<file path="config.mk">
export PLATFORM = sky130hd
export DESIGN_NAME = jsic_top
export DESIGN_NICKNAME = d
export VERILOG_FILES = /design/src/rtl/jsic_pkg.sv /design/src/rtl/jsic_addr_decode.sv /design/src/rtl/jsic_irq_core.sv /design/src/rtl/jsic_slot_state.sv /design/src/rtl/jsic_top.sv
export SDC_FILE = /design/constraint.sdc
export NUM_CORES = 1
export LEC_CHECK = 0
export BUFFER_PORTS_ARGS = -buffer_cell sky130_fd_sc_hd__buf_2
export CAP_MARGIN = 20
export CORE_MARGIN = 5
export CORE_UTILIZATION = 47
export CTS_BUF_LIST = sky130_fd_sc_hd__clkbuf_4 sky130_fd_sc_hd__clkbuf_8 sky130_fd_sc_hd__clkbuf_16
export DETAILED_ROUTE_END_ITERATION = 8
export HOLD_SLACK_MARGIN = 0.1
export PLACE_DENSITY_LB_ADDON = 0.05
export SYNTH_ARGS = -nofsm -noshare
export SYNTH_HDL_FRONTEND = slang
export SYNTH_SLANG_ARGS = --single-unit
</file>
<file path="constraint.sdc">
create_clock -name clk -period 1.4 [get_ports clk]
set_input_delay 0.07 -clock clk [delete_from_list [all_inputs] [get_ports clk]]
set_output_delay 0.07 -clock clk [all_outputs]
set_load 0.01 [all_outputs]
</file>
<file path="src/rtl/jsic_pkg.sv">
package jsic_pkg;
  localparam int NSLOT = 16;
  localparam int DW    = 32;
  localparam int IDX_W = $clog2(NSLOT);

  localparam logic [7:0] OFF_RAW   = 8'h00;
  localparam logic [7:0] OFF_ACK   = 8'h04;
  localparam logic [7:0] OFF_MASK  = 8'h08;
  localparam logic [7:0] OFF_STAT  = 8'h0C;
  localparam logic [7:0] OFF_STATE = 8'h10;

  typedef enum logic [2:0] {
    SEL_NONE,
    SEL_RAW,
    SEL_ACK,
    SEL_MASK,
    SEL_STAT,
    SEL_STATE
  } reg_sel_e;
endpackage

</file>
<file path="src/rtl/jsic_addr_decode.sv">
module jsic_addr_decode
  import jsic_pkg::*;
#(
  parameter int              ADDR_W   = 12,
  parameter logic [ADDR_W-1:0] WIN_BASE = 12'h800,
  parameter int              SPAN_LG  = 7
) (
  input  logic [ADDR_W-1:0]  addr_i,
  output logic               in_win_o,
  output reg_sel_e           sel_o,
  output logic [IDX_W-1:0]   idx_o,
  output logic [SPAN_LG-1:0] off_o
);
  logic [ADDR_W-1:0] rel;

  always_comb begin
    rel      = addr_i - WIN_BASE;
    in_win_o = (addr_i >= WIN_BASE);
    idx_o    = IDX_W'(rel >> SPAN_LG);
    off_o    = rel[SPAN_LG-1:0];
    sel_o    = SEL_NONE;
    if (!in_win_o) begin
      if      (addr_i == ADDR_W'(OFF_RAW))   sel_o = SEL_RAW;
      else if (addr_i == ADDR_W'(OFF_ACK))   sel_o = SEL_ACK;
      else if (addr_i == ADDR_W'(OFF_MASK))  sel_o = SEL_MASK;
      else if (addr_i == ADDR_W'(OFF_STAT))  sel_o = SEL_STAT;
      else if (addr_i == ADDR_W'(OFF_STATE)) sel_o = SEL_STATE;
      else                                   sel_o = SEL_NONE;
    end
  end
endmodule

</file>
<file path="src/rtl/jsic_irq_core.sv">
module jsic_irq_core
  import jsic_pkg::*;
(
  input  logic             clk,
  input  logic             rst_n,
  input  logic [NSLOT-1:0] done_i,
  input  logic [NSLOT-1:0] fail_i,
  input  logic             ack_en_i,
  input  logic [DW-1:0]    ack_val_i,
  input  logic             mask_we_i,
  input  logic [DW-1:0]    mask_wdata_i,
  output logic [DW-1:0]    raw_o,
  output logic [DW-1:0]    mask_o,
  output logic [DW-1:0]    stat_o,
  output logic             irq_o
);
  logic [DW-1:0] raw_q, raw_d, mask_q, mask_d, ev_vec, ack_vec;
  logic          raw_en;

  always_comb begin
    ev_vec  = {fail_i, done_i};
    ack_vec = ack_en_i ? ack_val_i : '0;
    raw_en  = ack_en_i || (|ev_vec);
    // a new event overrides a simultaneous acknowledge of the same bit
    raw_d   = (raw_q & ~ack_vec) | ev_vec;
    mask_d  = mask_wdata_i;
  end

  always_ff @(posedge clk or negedge rst_n) begin
    if (!rst_n) begin
      raw_q  <= '0;
      mask_q <= '0;
    end else begin
      if (raw_en)    raw_q  <= raw_d;
      if (mask_we_i) mask_q <= mask_d;
    end
  end

  assign raw_o  = raw_q;
  assign mask_o = mask_q;
  assign stat_o = raw_q & mask_q;
  assign irq_o  = |stat_o;

  assert_event_sets_R2: assert property (@(posedge clk) disable iff (!rst_n)
    (|{fail_i, done_i}) |=> ((raw_q & $past({fail_i, done_i})) == $past({fail_i, done_i})));

  assert_ack_clears_R5: assert property (@(posedge clk) disable iff (!rst_n)
    ack_en_i |=> ((raw_q & $past(ack_val_i & ~{fail_i, done_i})) == '0));

  assert_mask_write_R4: assert property (@(posedge clk) disable iff (!rst_n)
    mask_we_i |=> (mask_q == $past(mask_wdata_i)));
endmodule

</file>
<file path="src/rtl/jsic_slot_state.sv">
module jsic_slot_state
  import jsic_pkg::*;
(
  input  logic             clk,
  input  logic             rst_n,
  input  logic             cap_en_i,
  input  logic [NSLOT-1:0] cap_set_i,
  input  logic [NSLOT-1:0] active_i,
  input  logic [NSLOT-1:0] next_i,
  output logic [DW-1:0]    state_o
);
  logic [NSLOT-1:0] run_q, run_d, que_q, que_d;

  for (genvar n = 0; n < NSLOT; n++) begin : g_slot
    logic take;
    always_comb begin
      take     = cap_en_i && cap_set_i[n];
      run_d[n] = take ? active_i[n] : run_q[n];
      que_d[n] = take ? next_i[n]   : que_q[n];
    end
  end

  always_ff @(posedge clk or negedge rst_n) begin
    if (!rst_n) begin
      run_q <= '0;
      que_q <= '0;
    end else if (cap_en_i) begin
      run_q <= run_d;
      que_q <= que_d;
    end
  end

  assign state_o = {que_q, run_q};

  assert_hold_outside_R6: assert property (@(posedge clk) disable iff (!rst_n)
    cap_en_i |=> (({que_q, run_q} & ~$past({cap_set_i, cap_set_i}))
                 == ($past({que_q, run_q}) & ~$past({cap_set_i, cap_set_i}))));

  assert_capture_inside_R6: assert property (@(posedge clk) disable iff (!rst_n)
    cap_en_i |=> (({que_q, run_q} & $past({cap_set_i, cap_set_i}))
                 == ($past({next_i, active_i}) & $past({cap_set_i, cap_set_i}))));

  assert_idle_stable_R6: assert property (@(posedge clk) disable iff (!rst_n)
    !cap_en_i |=> $stable({que_q, run_q}));
endmodule

</file>
<file path="src/rtl/jsic_top.sv">
module jsic_top
  import jsic_pkg::*;
#(
  parameter int                ADDR_W   = 12,
  parameter logic [ADDR_W-1:0] WIN_BASE = 12'h800,
  parameter int                SPAN_LG  = 7
) (
  input  logic               clk,
  input  logic               rst_n,
  input  logic               req_valid_i,
  input  logic               req_write_i,
  input  logic [ADDR_W-1:0]  req_addr_i,
  input  logic [DW-1:0]      req_wdata_i,
  output logic               rd_valid_o,
  output logic [DW-1:0]      rd_data_o,
  output logic               slot_sel_o,
  output logic               slot_we_o,
  output logic [IDX_W-1:0]   slot_idx_o,
  output logic [SPAN_LG-1:0] slot_off_o,
  output logic [DW-1:0]      slot_wdata_o,
  input  logic [DW-1:0]      slot_rdata_i,
  input  logic [NSLOT-1:0]   done_i,
  input  logic [NSLOT-1:0]   fail_i,
  input  logic [NSLOT-1:0]   active_i,
  input  logic [NSLOT-1:0]   next_i,
  output logic               irq_o
);
  logic             in_win, wr_req, rd_req, ack_en, mask_we, rdv_q, rdv_d;
  reg_sel_e         sel;
  logic [DW-1:0]    raw, mask, stat, state, rd_q, rd_d;
  logic [NSLOT-1:0] ack_set;

  jsic_addr_decode #(.ADDR_W(ADDR_W), .WIN_BASE(WIN_BASE), .SPAN_LG(SPAN_LG)) u_dec (
    .addr_i(req_addr_i), .in_win_o(in_win), .sel_o(sel),
    .idx_o(slot_idx_o), .off_o(slot_off_o)
  );

  always_comb begin
    wr_req  = req_valid_i && req_write_i;
    rd_req  = req_valid_i && !req_write_i;
    ack_en  = wr_req && (sel == SEL_ACK);
    mask_we = wr_req && (sel == SEL_MASK);
    ack_set = req_wdata_i[NSLOT-1:0] | req_wdata_i[DW-1:NSLOT];
  end

  jsic_irq_core u_irq (
    .clk(clk), .rst_n(rst_n), .done_i(done_i), .fail_i(fail_i),
    .ack_en_i(ack_en), .ack_val_i(req_wdata_i),
    .mask_we_i(mask_we), .mask_wdata_i(req_wdata_i),
    .raw_o(raw), .mask_o(mask), .stat_o(stat), .irq_o(irq_o)
  );

  jsic_slot_state u_state (
    .clk(clk), .rst_n(rst_n), .cap_en_i(ack_en), .cap_set_i(ack_set),
    .active_i(active_i), .next_i(next_i), .state_o(state)
  );

  assign slot_sel_o   = req_valid_i && in_win;
  assign slot_we_o    = slot_sel_o && req_write_i;
  assign slot_wdata_o = req_wdata_i;

  always_comb begin
    rdv_d = rd_req;
    rd_d  = '0;
    if (in_win) rd_d = slot_rdata_i;
    else begin
      case (sel)
        SEL_RAW:   rd_d = raw;
        SEL_MASK:  rd_d = mask;
        SEL_STAT:  rd_d = stat;
        SEL_STATE: rd_d = state;
        default:   rd_d = '0;
      endcase
    end
  end

  always_ff @(posedge clk or negedge rst_n) begin
    if (!rst_n) begin
      rdv_q <= 1'b0;
      rd_q  <= '0;
    end else begin
      rdv_q <= rdv_d;
      if (rd_req) rd_q <= rd_d;
    end
  end

  assign rd_valid_o = rdv_q;
  assign rd_data_o  = rd_q;

  assert_window_no_side_R8: assert property (@(posedge clk) disable iff (!rst_n)
    (slot_sel_o && (fail_i == '0) && (done_i == '0)) |=> ($stable(mask) && $stable(raw)));

  assert_ro_write_R9: assert property (@(posedge clk) disable iff (!rst_n)
    (wr_req && ((sel == SEL_RAW) || (sel == SEL_STAT) || (sel == SEL_STATE)))
      |=> ($stable(mask) && (($past(raw) & ~raw) == '0)));

  assert_read_latency_R10: assert property (@(posedge clk) disable iff (!rst_n)
    rd_req |=> rd_valid_o);
endmodule

</file>
* Word level (Yosys, flattened, before mapping)
Cells that the tools add are included.
Storage, ports and cells: flip-flop bits (word level) 129, bits of input ports 144, output and inout bits 79
Cells by class: $add $sub $neg 1, magnitude comparators 1, eq/ne operators 9, muxes and demuxes 9, bitwise operators 5, reductions and logical operators 43
Operators with widths (count):
- $pmux W32 S4 | 1
- $and A32 B32 Y32 | 2
- $mux W32 | 2
- $reduce_or A32 Y1 | 2
- $not A32 Y32 | 1
- $or A32 B32 Y32 | 1
- $reduce_and A2 Y1 | 16
- $eq A12 B4 Y1 const B | 2
- $logic_and A1 B1 Y1 | 22
- $mux W3 | 6
- $or A16 B16 Y16 | 1
- $eq A12 B3 Y1 const B | 1
- $eq A12 B5 Y1 const B | 1
- $ge A12 B12 Y1 const B | 1
- $logic_not A12 Y1 | 1
- $sub A11 B1 Y11 const B | 1
- $eq A3 B2 Y1 const B | 2
- $eq A3 B3 Y1 const B | 2
- $eq A3 B1 Y1 const B | 1
- $logic_not A1 Y1 | 1
- $logic_or A1 B1 Y1 | 1

* Longest topological paths before layout
depth in word-level cells 13, mapped depth 7, gate-level depth less buffers 5

* Modules after synthesis
Synthesis repeated with hierarchy kept, for this count alone.
Unflattened totals: cells, all modules 597, area total of the unflattened synthesis 6965.4 um2
Modules (own cells, without submodules):
- jsic_top | instances 1, cells each 280, area an instance 2761.4 um2, seq. area each 825.8 um2
- jsic_irq_core | instances 1, cells each 212, area an instance 2647.5 um2, seq. area each 1601.5 um2
- jsic_slot_state | instances 1, cells each 82, area an instance 1402.6 um2, seq. area each 800.8 um2
- jsic_addr_decode | instances 1, cells each 23, area an instance 153.9 um2, seq. area each 0.0 um2

* Worst setup path after synthesis
OpenSTA, ideal clock, no wires.
path type input -> register, from input req_addr_i[11], to register u_irq.mask_q[12] (netlist: u_irq.mask_o[12]), library setup time 0.125 ns, data arrival time 1.451 ns, data required time 1.275 ns, slack -0.176 ns, cell stages on the path 6, buffers on the path 2, cell sequence buf_6 nor4_4 nand4_4 nor3_4 buf_6 mux2_2
On the way: longest elaborated chain between the ends 9, elaborated cells on any way between the ends 14
RTL lines:
- start: declaration | line jsic_top.sv:12 | input logic [ADDR_W-1:0] req_addr_i,
- $eq A12 B5 Y1 | line jsic_addr_decode.sv:27 | else if (addr_i == ADDR_W'(OFF_STATE)) sel_o = SEL_STATE;
- $mux W3 | line jsic_addr_decode.sv:27
- $mux W3 | line jsic_addr_decode.sv:26 | else if (addr_i == ADDR_W'(OFF_STAT)) sel_o = SEL_STAT;
- $mux W3 | line jsic_addr_decode.sv:25 | else if (addr_i == ADDR_W'(OFF_MASK)) sel_o = SEL_MASK;
- $mux W3 | line jsic_addr_decode.sv:24 | else if (addr_i == ADDR_W'(OFF_ACK)) sel_o = SEL_ACK;
- $mux W3 | line jsic_addr_decode.sv:23 | if (addr_i == ADDR_W'(OFF_RAW)) sel_o = SEL_RAW;
- $mux W3 (*) | line jsic_addr_decode.sv:22 | if (!in_win_o) begin
- $eq A3 B2 Y1 (*) | line jsic_top.sv:42 | mask_we = wr_req && (sel == SEL_MASK);
- $logic_and A1 B1 Y1 (*) | line jsic_top.sv:42
- end signal: assignment | line jsic_irq_core.sv:35 | if (mask_we_i) mask_q <= mask_d;
- end: declaration | line jsic_irq_core.sv:17 | logic [DW-1:0] raw_q, raw_d, mask_q, mask_d, ev_vec, ack_vec;
Every way passes the cells marked *; elsewhere a longest branch is shown, timed or not. A chain may end at the register's enable or synchronous reset.

* Worst setup path after layout
from register u_irq.mask_q[22] (netlist: u_irq.mask_o[22]), to output irq_o
On the way: longest elaborated chain between the ends 2
RTL lines:
- $and A32 B32 Y32 | line jsic_irq_core.sv:41 | assign stat_o = raw_q & mask_q;
- $reduce_or A32 Y1 | line jsic_irq_core.sv:42 | assign irq_o = |stat_o;
- end: declaration | line jsic_top.sv:26 | output logic irq_o
No other way between the ends.

==> results.ini <==
[detailed_routing]
vias_per_cell = 5.37
drt_wl_total_um = 22600
post_drt_wl_per_cell_um = 19.4
ant_nets = 0
dr.pass1.iters = 4
drt_iter0_markers = 321
drcViolationCount = 0
via_count = 6251

[die]
core_area_mm2 = 0.0138
initial_core_util_pct = 47.7
rows = 43
die_area_mm2 = 0.0164
ios = 223
die_y_um = 128
die_w_um = 128

[placement]
place_hpwl_um = 14700
place.gp.congestion = 0.845
port_buffers = 222
pre_cts_ws_ps = -368

[cells_and_area]
final_util_pct = 74.4
area_delta_synth_final_pct = 56.1
drive_gt1_share_pct = 46.3
num-nets-final = 1115
antennaDiodeCount = 0

[job]
maxCapViolations = 0

[synth]
synth_area_leaders = dfrtp_1 (49%), mux2_2 (14%), buf_4 (5.1%), a21o_1 (3.7%), o211ai_1 (3.7%)
synth_top_area_cell = dfrtp_1
synth_nets = 727
syn_inst = 583
synth_cell_types = 33
ys_seq_area_share_pct = 49.2
ys_ff_latch = 129
syn_area_mm2 = 0.00657
syn_avg_cell_area_um2 = 11.3
yosysWarnings = 0
synth.top_cell.area_share_pct = 49.2

[timing]
tns_ps = -572
worst_pin_slew_ps = 479
slew_headroom_pct = 68.1
post-route-period-util_pct = 141
clock_skew_ps = 9.97
setup_viol = 1
slew_viol_final = 0
min_period_ps = 1970
hold_viol = 0
rsz0062_at_grt = yes
fmax_ghz = 0.507
setup_slack_ps = -572

[clock_network]
clk_latency_ps = 420
clockBufferDepth = 2
path_clk_slew_ps = 60
cts_tree = yes
clock-sinks = 129
cts_root_buffer = clkbuf_16
htreeDepth = 4
cts_buffers = 17

[pwr]
p_leak_uw = 0.00468
ir_drop_uv = 866
powerDensity_mw_per_mm2 = 1010

[critical_path]
critical_path_required_ps = 1330
path_class = reg2out
cp_cell_sequence = a22oi_2, nand4_1, or4_4, buf_6
worstPathArrival_ps = 1900
ff2ff_path_depth = 4
reg2reg_from = u_irq.raw_o[29]$_DFFE_PN0P_
path_max_fanout = 2
max_stage_delay_ps = 490
cp-start-kind = register
cp-end-kind = output pin
slowest_stage = or4_4
worstReg2RegEnd = rd_data_o[29]$_DFFE_PN0P_
ff2ff_setup_slack_ps = 80

[status]
status = finished with violations
violations = negative setup slack

[global_routing]
grt_util_all_layers_pct = 28.3
grt_pass1_wl_um = 35900
grt_max_degree = 40
grt_overflow = 0
grt_pass1_vias = 6830
antenna_found_initial = 0

[hold_path]
hp-class = in2async

==> cell usage after synthesis, drive strengths merged <==
master  count
nor2       34
o211ai     32
nand2b      1
nor4        2
clkbuf     19
and4b       1
buf        57
or3        18
and3        1
inv         2
o21ai      34
nand2      33
and2        1
nor3        2
a21oi      32
nand4       5
nand3b     18
a21o       32
a22oi      16
or4         1
mux2       96
and4        3
dfrtp     129
a221oi     14
==> report_power, final <==
group | internal (µW) | switching [µW] | total, µW
clock | 3250 | 1700 | 4950
sequential | 3860 | 72.3 | 3930
combinational | 749 | 699 | 1450
==> registers in the layout, summed over array words and instances (netlist names) <==
| signal | flops |
|---|---|
| u_irq.mask_o | 32 |
| u_irq.raw_o | 32 |
| rd_valid_o | 1 |
| u_state.que_q | 16 |
| rd_data_o | 32 |
| u_state.run_q | 16 |
==> metal layers <==
| layer | vias to the layer above | part of all wire, % | global-route usage, % |
|---|---|---|---|
| met2 | 250 | 50 | 48.1 |
| met1 | 3067 | 40 | 35.4 |
| met4 | 0 | 2.6 | 11.0 |
| met5 | - | 0 | 0 |
| met3 | 45 | 7.4 | 5.67 |
| li1 | 2889 | - | - |
==> worst max-delay path by stage <==
stage | startpoint | to | slack [ps]
after floorplan | req_addr_i[10] | u_irq.mask_o[12]$_DFFE_PN0P_ | -140
after global placement | req_addr_i[10] | u_irq.mask_o[26]$_DFFE_PN0P_ | -320
after detailed placement | req_addr_i[10] | u_irq.mask_o[26]$_DFFE_PN0P_ | -370
after CTS | u_irq.raw_o[22]$_DFFE_PN0P_ | irq_o | -620
after global routing | u_irq.mask_o[22]$_DFFE_PN0P_ | irq_o | -610
final | u_irq.mask_o[22]$_DFFE_PN0P_ | irq_o | -570
==> layout by cell type, fill, tap and decap left out, types with 4 or more instances in the layout <==
cell	instances
bufinv_16	5
o21ai_2	10
nand2_1	33
a21o_1	32
a21oi_1	32
a22oi_1	11
o211ai_1	32
clkbuf_16	17
nand3b_1	18
a221oi_1	14
or3_1	18
buf_2	220
nand4_1	4
buf_12	10
dlygate4sd3_1	128
buf_4	85
o21ai_1	5
mux2_1	12
mux2_2	82
dfrtp_1	129
nor2_1	34
o21ai_0	19
a22oi_2	5
==> kinds of logic (layout without fill, tap and decap cells) <==
logic type	count (synthesis)	count (layout)	synth area share [%]
AO/OA/AOI/OAI	160	160	16.6
buffers and inverters	78	479	7.64
flip-flops	129	129	49.2
AND/OR/NAND/NOR	120	120	10.1
multiplexers	96	96	16.5
==> area by class of cell <==
class | count | area [µm²]
repair buffers | 445 | 3240
fillers | 973 | 3520
clock buffers | 19 | 453
well taps | 180 | 225
multi-input cells | 376 | 2890
flip-flops and latches | 129 | 3230
clock inverters | 13 | 209
inverters | 2 | 7.51
==> metrics by stage <==
step	hold slack, ps	total power [µW]	instance area [µm²]	instances
3_5_place_dp	11.3	5150	8260	1003
6_report	136	10300	10300	1164
3_3_place_gp	8.03	5130	8260	1003
4_1_cts	114	10400	10200	1163
2_1_floorplan	-226	4510	6590	583
5_1_grt	137	10700	10300	1164
==> timing repair <==
| item | 4_1_cts | 5_1_grt |
|---|---|---|
| hold buffers | 128 | 0 |
| setup endpoints to repair | 1 | 18 |
| resized for setup | 3 | 5 |
| setup buffers | 0 | 1 |
| pin swaps | 3 | 5 |
| gates cloned | 0 | 0 |
| hold endpoints to repair | 256 | 0 |
==> critical path: cells and delay by family, from the launching register on <==
family                 cells  cell delay [ps]
AND/OR/NAND/NOR            2              710
AO/OA/AOI/OAI              1              250
flip-flops                 1              390
buffers and inverters      1              140
Note: power is estimated with default switching activity, not from simulation.
